[src/rtl/arp_responder.sv]
module arp_responder #(
  parameter int FRAME_LEN = 60,
  parameter int CNT_W     = 8
) (
  input  logic             clk,
  input  logic             rst,
  input  logic [47:0]      local_mac,
  input  logic [31:0]      local_ip,
  input  logic [7:0]       rx_data,
  input  logic             rx_valid,
  input  logic             rx_last,
  output logic             rx_ready,
  output logic [7:0]       tx_data,
  output logic             tx_valid,
  output logic             tx_last,
  input  logic             tx_ready,
  output logic [CNT_W-1:0] arp_count
);
  localparam int IW = 6;
  localparam logic [IW-1:0] LAST_IDX = IW'(FRAME_LEN - 1);

  function automatic logic [7:0] mac_at(logic [47:0] m, logic [IW-1:0] k);
    return 8'(m >> (9'd40 - {k, 3'b000}));
  endfunction

  function automatic logic [7:0] ip_at(logic [31:0] a, logic [IW-1:0] k);
    return 8'(a >> (9'd24 - {k, 3'b000}));
  endfunction

  function automatic logic [7:0] hdr_at(logic [IW-1:0] k, logic reply);
    case (k)
      6'd12: return 8'h08;
      6'd13: return 8'h06;
      6'd15: return 8'h01;
      6'd16: return 8'h08;
      6'd18: return 8'h06;
      6'd19: return 8'h04;
      6'd21: return reply ? 8'h02 : 8'h01;
      default: return 8'h00;
    endcase
  endfunction

  logic [IW-1:0] rx_idx, tx_idx;
  logic          rx_ok, busy, byte_ok, accept;
  logic [47:0]   peer_mac;
  logic [31:0]   peer_ip;

  assign rx_ready = 1'b1;

  always_comb begin
    byte_ok = 1'b1;
    if (rx_idx >= 6'd12 && rx_idx <= 6'd21) byte_ok = (rx_data == hdr_at(rx_idx, 1'b0));
    else if (rx_idx >= 6'd38 && rx_idx <= 6'd41) byte_ok = (rx_data == ip_at(local_ip, rx_idx - 6'd38));
  end

  assign accept = rx_valid && rx_last && rx_ok && byte_ok && !busy && rx_idx >= 6'd41;

  always_ff @(posedge clk) begin
    if (rst) begin
      rx_idx <= '0;
      rx_ok  <= 1'b1;
    end else if (rx_valid) begin
      if (rx_last) begin
        rx_idx <= '0;
        rx_ok  <= 1'b1;
      end else begin
        if (rx_idx != 6'd63) rx_idx <= rx_idx + 6'd1;
        rx_ok <= rx_ok && byte_ok && !busy;
      end
    end
  end

  always_ff @(posedge clk) begin
    if (rst) begin
      peer_mac <= '0;
      peer_ip  <= '0;
    end else if (rx_valid && !busy) begin
      if (rx_idx >= 6'd22 && rx_idx <= 6'd27) peer_mac <= {peer_mac[39:0], rx_data};
      if (rx_idx >= 6'd28 && rx_idx <= 6'd31) peer_ip  <= {peer_ip[23:0], rx_data};
    end
  end

  always_ff @(posedge clk) begin
    if (rst) begin
      busy      <= 1'b0;
      tx_idx    <= '0;
      arp_count <= '0;
    end else if (accept) begin
      busy      <= 1'b1;
      tx_idx    <= '0;
      arp_count <= arp_count + 1'b1;
    end else if (busy && tx_ready) begin
      if (tx_idx == LAST_IDX) busy <= 1'b0;
      else tx_idx <= tx_idx + 6'd1;
    end
  end

  always_comb begin
    if (tx_idx < 6'd6)        tx_data = mac_at(peer_mac, tx_idx);
    else if (tx_idx < 6'd12)  tx_data = mac_at(local_mac, tx_idx - 6'd6);
    else if (tx_idx < 6'd22)  tx_data = hdr_at(tx_idx, 1'b1);
    else if (tx_idx < 6'd28)  tx_data = mac_at(local_mac, tx_idx - 6'd22);
    else if (tx_idx < 6'd32)  tx_data = ip_at(local_ip, tx_idx - 6'd28);
    else if (tx_idx < 6'd38)  tx_data = mac_at(peer_mac, tx_idx - 6'd32);
    else if (tx_idx < 6'd42)  tx_data = ip_at(peer_ip, tx_idx - 6'd38);
    else                      tx_data = 8'h00;
  end

  assign tx_valid = busy;
  assign tx_last  = busy && tx_idx == LAST_IDX;

  a_r5_last_in_frame: assert property (@(posedge clk) disable iff (rst) tx_last |-> tx_valid);
  a_r7_hold_on_stall: assert property (@(posedge clk) disable iff (rst)
    tx_valid && !tx_ready |=> tx_valid && $stable(tx_data));
  a_r4_start_after_last: assert property (@(posedge clk) disable iff (rst)
    $rose(tx_valid) |-> $past(rx_valid && rx_last));
  a_r4_end_after_final: assert property (@(posedge clk) disable iff (rst)
    tx_last && tx_ready |=> !tx_valid);
  a_r8_step_one: assert property (@(posedge clk) disable iff (rst)
    arp_count != $past(arp_count) |-> arp_count == CNT_W'($past(arp_count) + 1'b1));
endmodule

[config.mk]
export PLATFORM = sky130hd
export DESIGN_NAME = arp_responder
export DESIGN_NICKNAME = d
export VERILOG_FILES = /design/src/rtl/arp_responder.sv
export SDC_FILE = /design/constraint.sdc
export NUM_CORES = 1
export LEC_CHECK = 0
export BUFFER_PORTS_ARGS = -buffer_cell sky130_fd_sc_hd__buf_2
export CAP_MARGIN = 5
export CORE_UTILIZATION = 61
export DETAILED_ROUTE_END_ITERATION = 8
export PLACE_DENSITY = 0.86
export RECOVER_POWER = 50
export SLEW_MARGIN = 20
export SYNTH_ARGS = -nofsm -noshare
export SYNTH_HDL_FRONTEND = slang
export SYNTH_SLANG_ARGS = --single-unit
export TNS_END_PERCENT = 10
[constraint.sdc]
create_clock -name clk -period 11.7 [get_ports clk]
set_input_delay 2.34 -clock clk [delete_from_list [all_inputs] [get_ports clk]]
set_output_delay 2.34 -clock clk [all_outputs]
set_load 0.05 [all_outputs]
* Yosys cells after proc, flatten, opt, wreduce, memory -nomap -nowiden
Cells that the tools add are included.
** Cells by class
- Add/sub/neg operators :: 16
- Magnitude comparators :: 16
- Eq/ne operators :: 18
- Shift-type cells :: 7
- Multiplexer cells :: 18
- Bitwise logic cells :: 1
- Reductions and logical operators :: 29
** Operator list (count)
- $shr A48 B9 Y8 :: 4
- $shr A32 B9 Y8 :: 3
- $mux W8 :: 8
- $eq A6 B5 Y1 const B :: 8
- $eq A6 B4 Y1 const B :: 6
- $sub A6 B9 Y9 const A :: 4
- $sub A5 B9 Y9 const A :: 3
- $pmux W4 S5 :: 1
- $le A6 B5 Y1 const B :: 3
- $lt A6 B6 Y1 const B :: 3
- $sub A6 B6 Y6 const B :: 3
- $eq A8 B8 Y1 :: 2
- $pmux W4 S4 :: 1
- $logic_and A1 B1 Y1 :: 14
- $add A6 B1 Y6 const B :: 2
- $ge A6 B5 Y1 const B :: 2
- $ge A6 B6 Y1 const B :: 2
- $lt A6 B5 Y1 const B :: 2
- $mux W6 :: 2
- $reduce_or A2 Y1 :: 6
- $sub A6 B5 Y6 const B :: 2
- $reduce_and A2 Y1 :: 5
- $add A8 B1 Y8 const B :: 1
- $eq A6 B6 Y1 const B :: 1
- other kinds (10) :: 17
** Word-level totals
- Bits in registers :: 102
- Input bits :: 93
- Word-level logic and storage cells :: 112

* Longest topological paths before layout
- Word-level depth :: 11
- Depth in mapped cells :: 17
- Gate-level depth less buffers :: 12

* Worst setup path before layout
No wires, ideal clock.
- Kind :: register to output
- From :: reg tx_idx[1]
- To :: out tx_data[5]
- Arrival time :: 4.487 ns
- Required time :: 9.360 ns
- Setup slack :: 4.873 ns
- Cell stages (with the launch flop) :: 16
- Buffers on the path :: 5
- Path through :: dfxtp_1 -> clkbuf_1 -> buf_1 -> buf_2 -> buf_1 -> inv_2 -> ha_1 -> inv_1 -> clkbuf_1 -> ha_1 -> a21oi_1 -> o32a_1 -> nand2b_1 -> o21a_1 -> o221a_1 -> o22ai_1
** On the way
- Longest elaborated chain between the ends :: 10
- Elaborated cells between the ends (all ways) :: 31
** RTL lines
- start, declared :: RTL line 43 : logic [IW-1:0] rx_idx, tx_idx;
- start signal, assigned :: RTL line 94 : else tx_idx <= tx_idx + 6'd1;
- $sub A6 B6 Y6 :: RTL line 105 : else if (tx_idx < 6'd42) tx_data = ip_at(peer_ip, tx_idx - 6'd38);
- $sub A5 B9 Y9 :: RTL line 27 : return 8'(a >> (9'd24 - {k, 3'b000}));
- $shr A32 B9 Y8 :: RTL line 27
- $mux W8 :: RTL line 105
- $mux W8 :: RTL line 104 : else if (tx_idx < 6'd38) tx_data = mac_at(peer_mac, tx_idx - 6'd32);
- $mux W8 :: RTL line 103 : else if (tx_idx < 6'd32) tx_data = ip_at(local_ip, tx_idx - 6'd28);
- $mux W8 :: RTL line 102 : else if (tx_idx < 6'd28) tx_data = mac_at(local_mac, tx_idx - 6'd22);
- $mux W8 :: RTL line 101 : else if (tx_idx < 6'd22) tx_data = hdr_at(tx_idx, 1'b1);
- $mux W8 :: RTL line 100 : else if (tx_idx < 6'd12) tx_data = mac_at(local_mac, tx_idx - 6'd6);
- $mux W8 (*) :: RTL line 99 : if (tx_idx < 6'd6) tx_data = mac_at(peer_mac, tx_idx);
- end, declared :: RTL line 13 : output logic [7:0] tx_data,
Every way passes the cells marked *; elsewhere a longest branch is shown, timed or not.

* Worst setup path in the final report
- From :: reg tx_idx[1]
- To :: out tx_data[4]
Same word-level chain as after synthesis.

==> impl_metrics.py <==
metrics = {
    "min_path": {
        "holdCritPathClass": "reg -> reg",
    },
    "grt": {
        "grt_pass1_vias": 5587,
        "grt_max_degree": 94,
        "grt_pass1_wl_um": 27300,
        "antenna_found_initial": 0,
        "grt_usage_pct": 31.44,
        "grt_overflow_total": 0,
    },
    "yosys": {
        "yosys_warnings": 0,
        "ys_types": 58,
        "synth_top_area_share_pct": 31.96,
        "synth_edf_count": 0,
        "syn-num-nets": 885,
        "ys_ff_latch": 102,
        "synthCells": 772,
        "avgSynthCellArea_um2": 8.275,
        "syn_area_um2": 6389,
        "ys.flop_type": "dfxtp_1",
        "synth.area.top_cells": "dfxtp_1 32%, mux4_2 13%, nand2_1 11%",
        "ys_seq_area_share_pct": 31.96,
        "post-synth-top-area-cell": "dfxtp_1",
        "async_flop_share_pct": 0,
    },
    "cts": {
        "clk_pin_slew_ns": 0.10,
        "cts_tree": "built",
        "cts_root_buf": "clkbuf_8",
        "postCtsSetupRepairBufs": 0,
        "cts_buffers": 9,
        "clk_latency_ns": 0.38,
        "cts-htree-levels": 3,
        "clock_sinks": 102,
        "cts.repair.resized": 0,
        "holdBufCountCts": 0,
        "cts_buffer_depth": 2,
    },
    "floorplan": {
        "fp-row-count": 36,
        "start_util_pct": 64.18,
        "die_height_um": 104.3,
        "io-pin-count": 112,
        "die_x_um": 104.3,
        "die_area_um2": 10890,
        "core_area_um2": 9955,
    },
    "layout": {
        "nNetsFinal": 957,
        "area_growth_pct": 11.28,
        "utilization_pct": 71.42,
        "final_area_um2": 7109,
        "drive_gt1_share_pct": 20.73,
        "antenna-diode-count": 0,
    },
    "routing": {
        "vias_per_cell": 6.197,
        "drt_first_pass_iters": 5,
        "ant_nets": 0,
        "vias": 6085,
        "post_drt_wl_per_cell_um": 17.45,
        "totalWireLength_um": 17140,
        "drt_iter0_drc": 495,
        "drc": 0,
    },
    "power_and_ir_drop": {
        "p_int_mw": 0.4589,
        "power_frac_comb_pct": 8.2,
        "clockPowerShare_pct": 35.0,
        "p_total_mw": 0.6149,
        "p_sw_mw": 0.1560,
        "vdd_ir_drop_max_mv": 0.05593,
        "netSwitchingFraction_pct": 25.37,
        "powerDensity_nw_per_um2": 86.49,
        "p_leak_nw": 2.474,
        "seqPwrFrac_pct": 56.8,
    },
    "worst_setup_path": {
        "cp-end-kind": "output port",
        "critPathArrivalTime_ns": 4.20,
        "cp.required_ns": 9.36,
        "critPathLaunchType": "flip-flop",
        "worstSetupPathType": "reg -> out",
        "critPathMaxFanout": 44,
    },
    "placed_design": {
        "dpl.hpwl_um": 12220,
        "placed_area_um2": 6928,
        "numPortBuffers": 110,
        "gp_congestion": 0.8959,
    },
    "status": {
        "status": "finished, violations left",
        "failed_checks": "capacitance limit, slew limit",
    },
    "sta": {
        "maxSlewHeadroom_pct": -39.06,
        "worstMarginPinSlew_ns": 2.086,
        "max_freq_mhz": 152.9,
        "setup_viol": 0,
        "fin_worst_skew_ns": 0.01252,
        "hold_ws_ns": 0.4603,
        "rsz0062_at_grt": "false",
        "slew_violations": 49,
        "setup_tns_ns": 0,
        "fin_crit_ns": 6.541,
        "hold_viol_final": 0,
        "period_share_pct": 55.91,
    },
    "run": {
        "cap_violations": 1,
    },
}
[cells in the mapped netlist (all sizes together), types with 4 or more instances]
cell type / n
inv: 13
mux4: 40
a31oi: 4
a2111oi: 4
and2: 5
nor4bb: 5
nor3b: 4
nand2b: 4
xnor2: 15
or3: 7
mux2i: 7
o21ai: 37
buf: 14
nor2: 33
a22oi: 14
nand4: 5
xor2: 7
dfxtp: 102
mux2: 12
nor2b: 15
a21oi: 110
nand3: 12
o221ai: 5
a21o: 5
ha: 20
clkbuf: 40
nor3: 11
o32ai: 5
nand2: 187
[per-layer routing]
metal  track usage, %  vias up  wire, um
met5                0        -         0
met4            12.04        0       419
met3            6.078       35      1358
met2            51.66      269      8142
met1            40.82     2869      7217
li1                 -     2912         -
[placed cells by master (no fill, tap or decap), types with 4 or more instances in the layout]
cell type | Yosys | final
mux2_2 | 10 | 10
o32ai_1 | 5 | 5
nor2_1 | 33 | 33
clkbuf_8 | 0 | 10
a21o_1 | 5 | 5
a31oi_1 | 4 | 4
nor2b_1 | 15 | 14
mux2i_1 | 7 | 7
dfxtp_1 | 102 | 100
a21oi_1 | 109 | 109
nor4bb_1 | 5 | 5
nand4_1 | 5 | 5
inv_1 | 11 | 11
o221ai_1 | 5 | 5
buf_2 | 5 | 99
a2111oi_0 | 4 | 4
o21ai_1 | 12 | 12
nand3_1 | 12 | 11
xnor2_1 | 15 | 15
o21ai_0 | 24 | 24
nand2b_1 | 4 | 4
nor3_1 | 11 | 11
or3_1 | 7 | 7
ha_1 | 20 | 20
mux4_2 | 38 | 38
buf_4 | 1 | 4
nand2_1 | 187 | 187
and2_1 | 5 | 5
xor2_1 | 7 | 7
clkbuf_1 | 40 | 12
nor3b_1 | 4 | 4
a22oi_1 | 14 | 14
[final cells by class]
class / instances / area (um^2)
timing repair buffer: 115 / 570.5
fill: 771 / 2845
inverter: 13 / 48.80
tap: 133 / 166.4
clock inverter: 6 / 51.30
sequential: 102 / 2044
multi-input combinational: 603 / 4090
clock buffer: 10 / 137.6
[worst max-delay path, cell delays in order (launching register included)]
cell and delay, ns:
dfxtp_2 0.34, buf_4 0.53, ha_1 0.35, xnor2_1 0.25, inv_1 0.15, ha_1 0.30, nand4b_1 0.08, a2111oi_0 0.44
o211ai_1 0.37, nor2b_1 0.27, o21ai_1 0.12, nor2_1 0.10, o21ai_1 0.07, o221ai_1 0.11, buf_2 0.32
[per-stage QoR]
step,cells,setup WS (ns)
after floorplan,772,4.873
after global placement,966,5.413
after detailed placement,966,5.409
after CTS,982,5.235
after global routing,982,4.778
final,982,5.159
[path summary, 6_finish.rpt]
| check | endpoint | start | depth (start not counted) | slack [ns] |
|---|---|---|---|---|
| max | tx_data[4] | tx_idx[1] | 14 | 5.16 |
| min | peer_ip[24] | peer_ip[24] | 2 | 0.46 |
| max reg2reg | peer_mac[5] | rx_idx[1] | 7 | 7.81 |
| min reg2reg | peer_ip[24] | peer_ip[24] | 2 | 0.46 |
[kinds of logic (layout without fill, tap and decap cells)]
| group | count (synthesis) | in the layout | synth area share (%) |
|---|---|---|---|
| simple gates | 299 | 299 | 20.90 |
| other cells | 1 | 1 | 0.05870 |
| flops | 102 | 102 | 31.96 |
| xor+xnor | 22 | 22 | 3.016 |
| buf+inv | 67 | 144 | 4.211 |
| compound gates | 202 | 202 | 18.51 |
| mux | 59 | 59 | 17.43 |
| fa+ha+maj | 20 | 20 | 3.917 |
[power groups by stage]
| stage | logic (mW) | clock network [mW] | registers [mW] |
|---|---|---|---|
| after floorplan | 0.0262 | 0 | 0.356 |
| after detailed placement | 0.0498 | 0 | 0.357 |
| after global placement | 0.0481 | 0 | 0.357 |
| after global routing | 0.0542 | 0.234 | 0.349 |
| after CTS | 0.0502 | 0.219 | 0.349 |
| final | 0.0507 | 0.215 | 0.349 |
[sequential cells by signal (all words and copies together) (netlist names)]
name       cells
arp_count      8
rx_idx         6
tx_idx         6
peer_mac      48
peer_ip       32
tx_valid       1
rx_ok          1
Note: power is estimated with default switching activity, not from simulation.
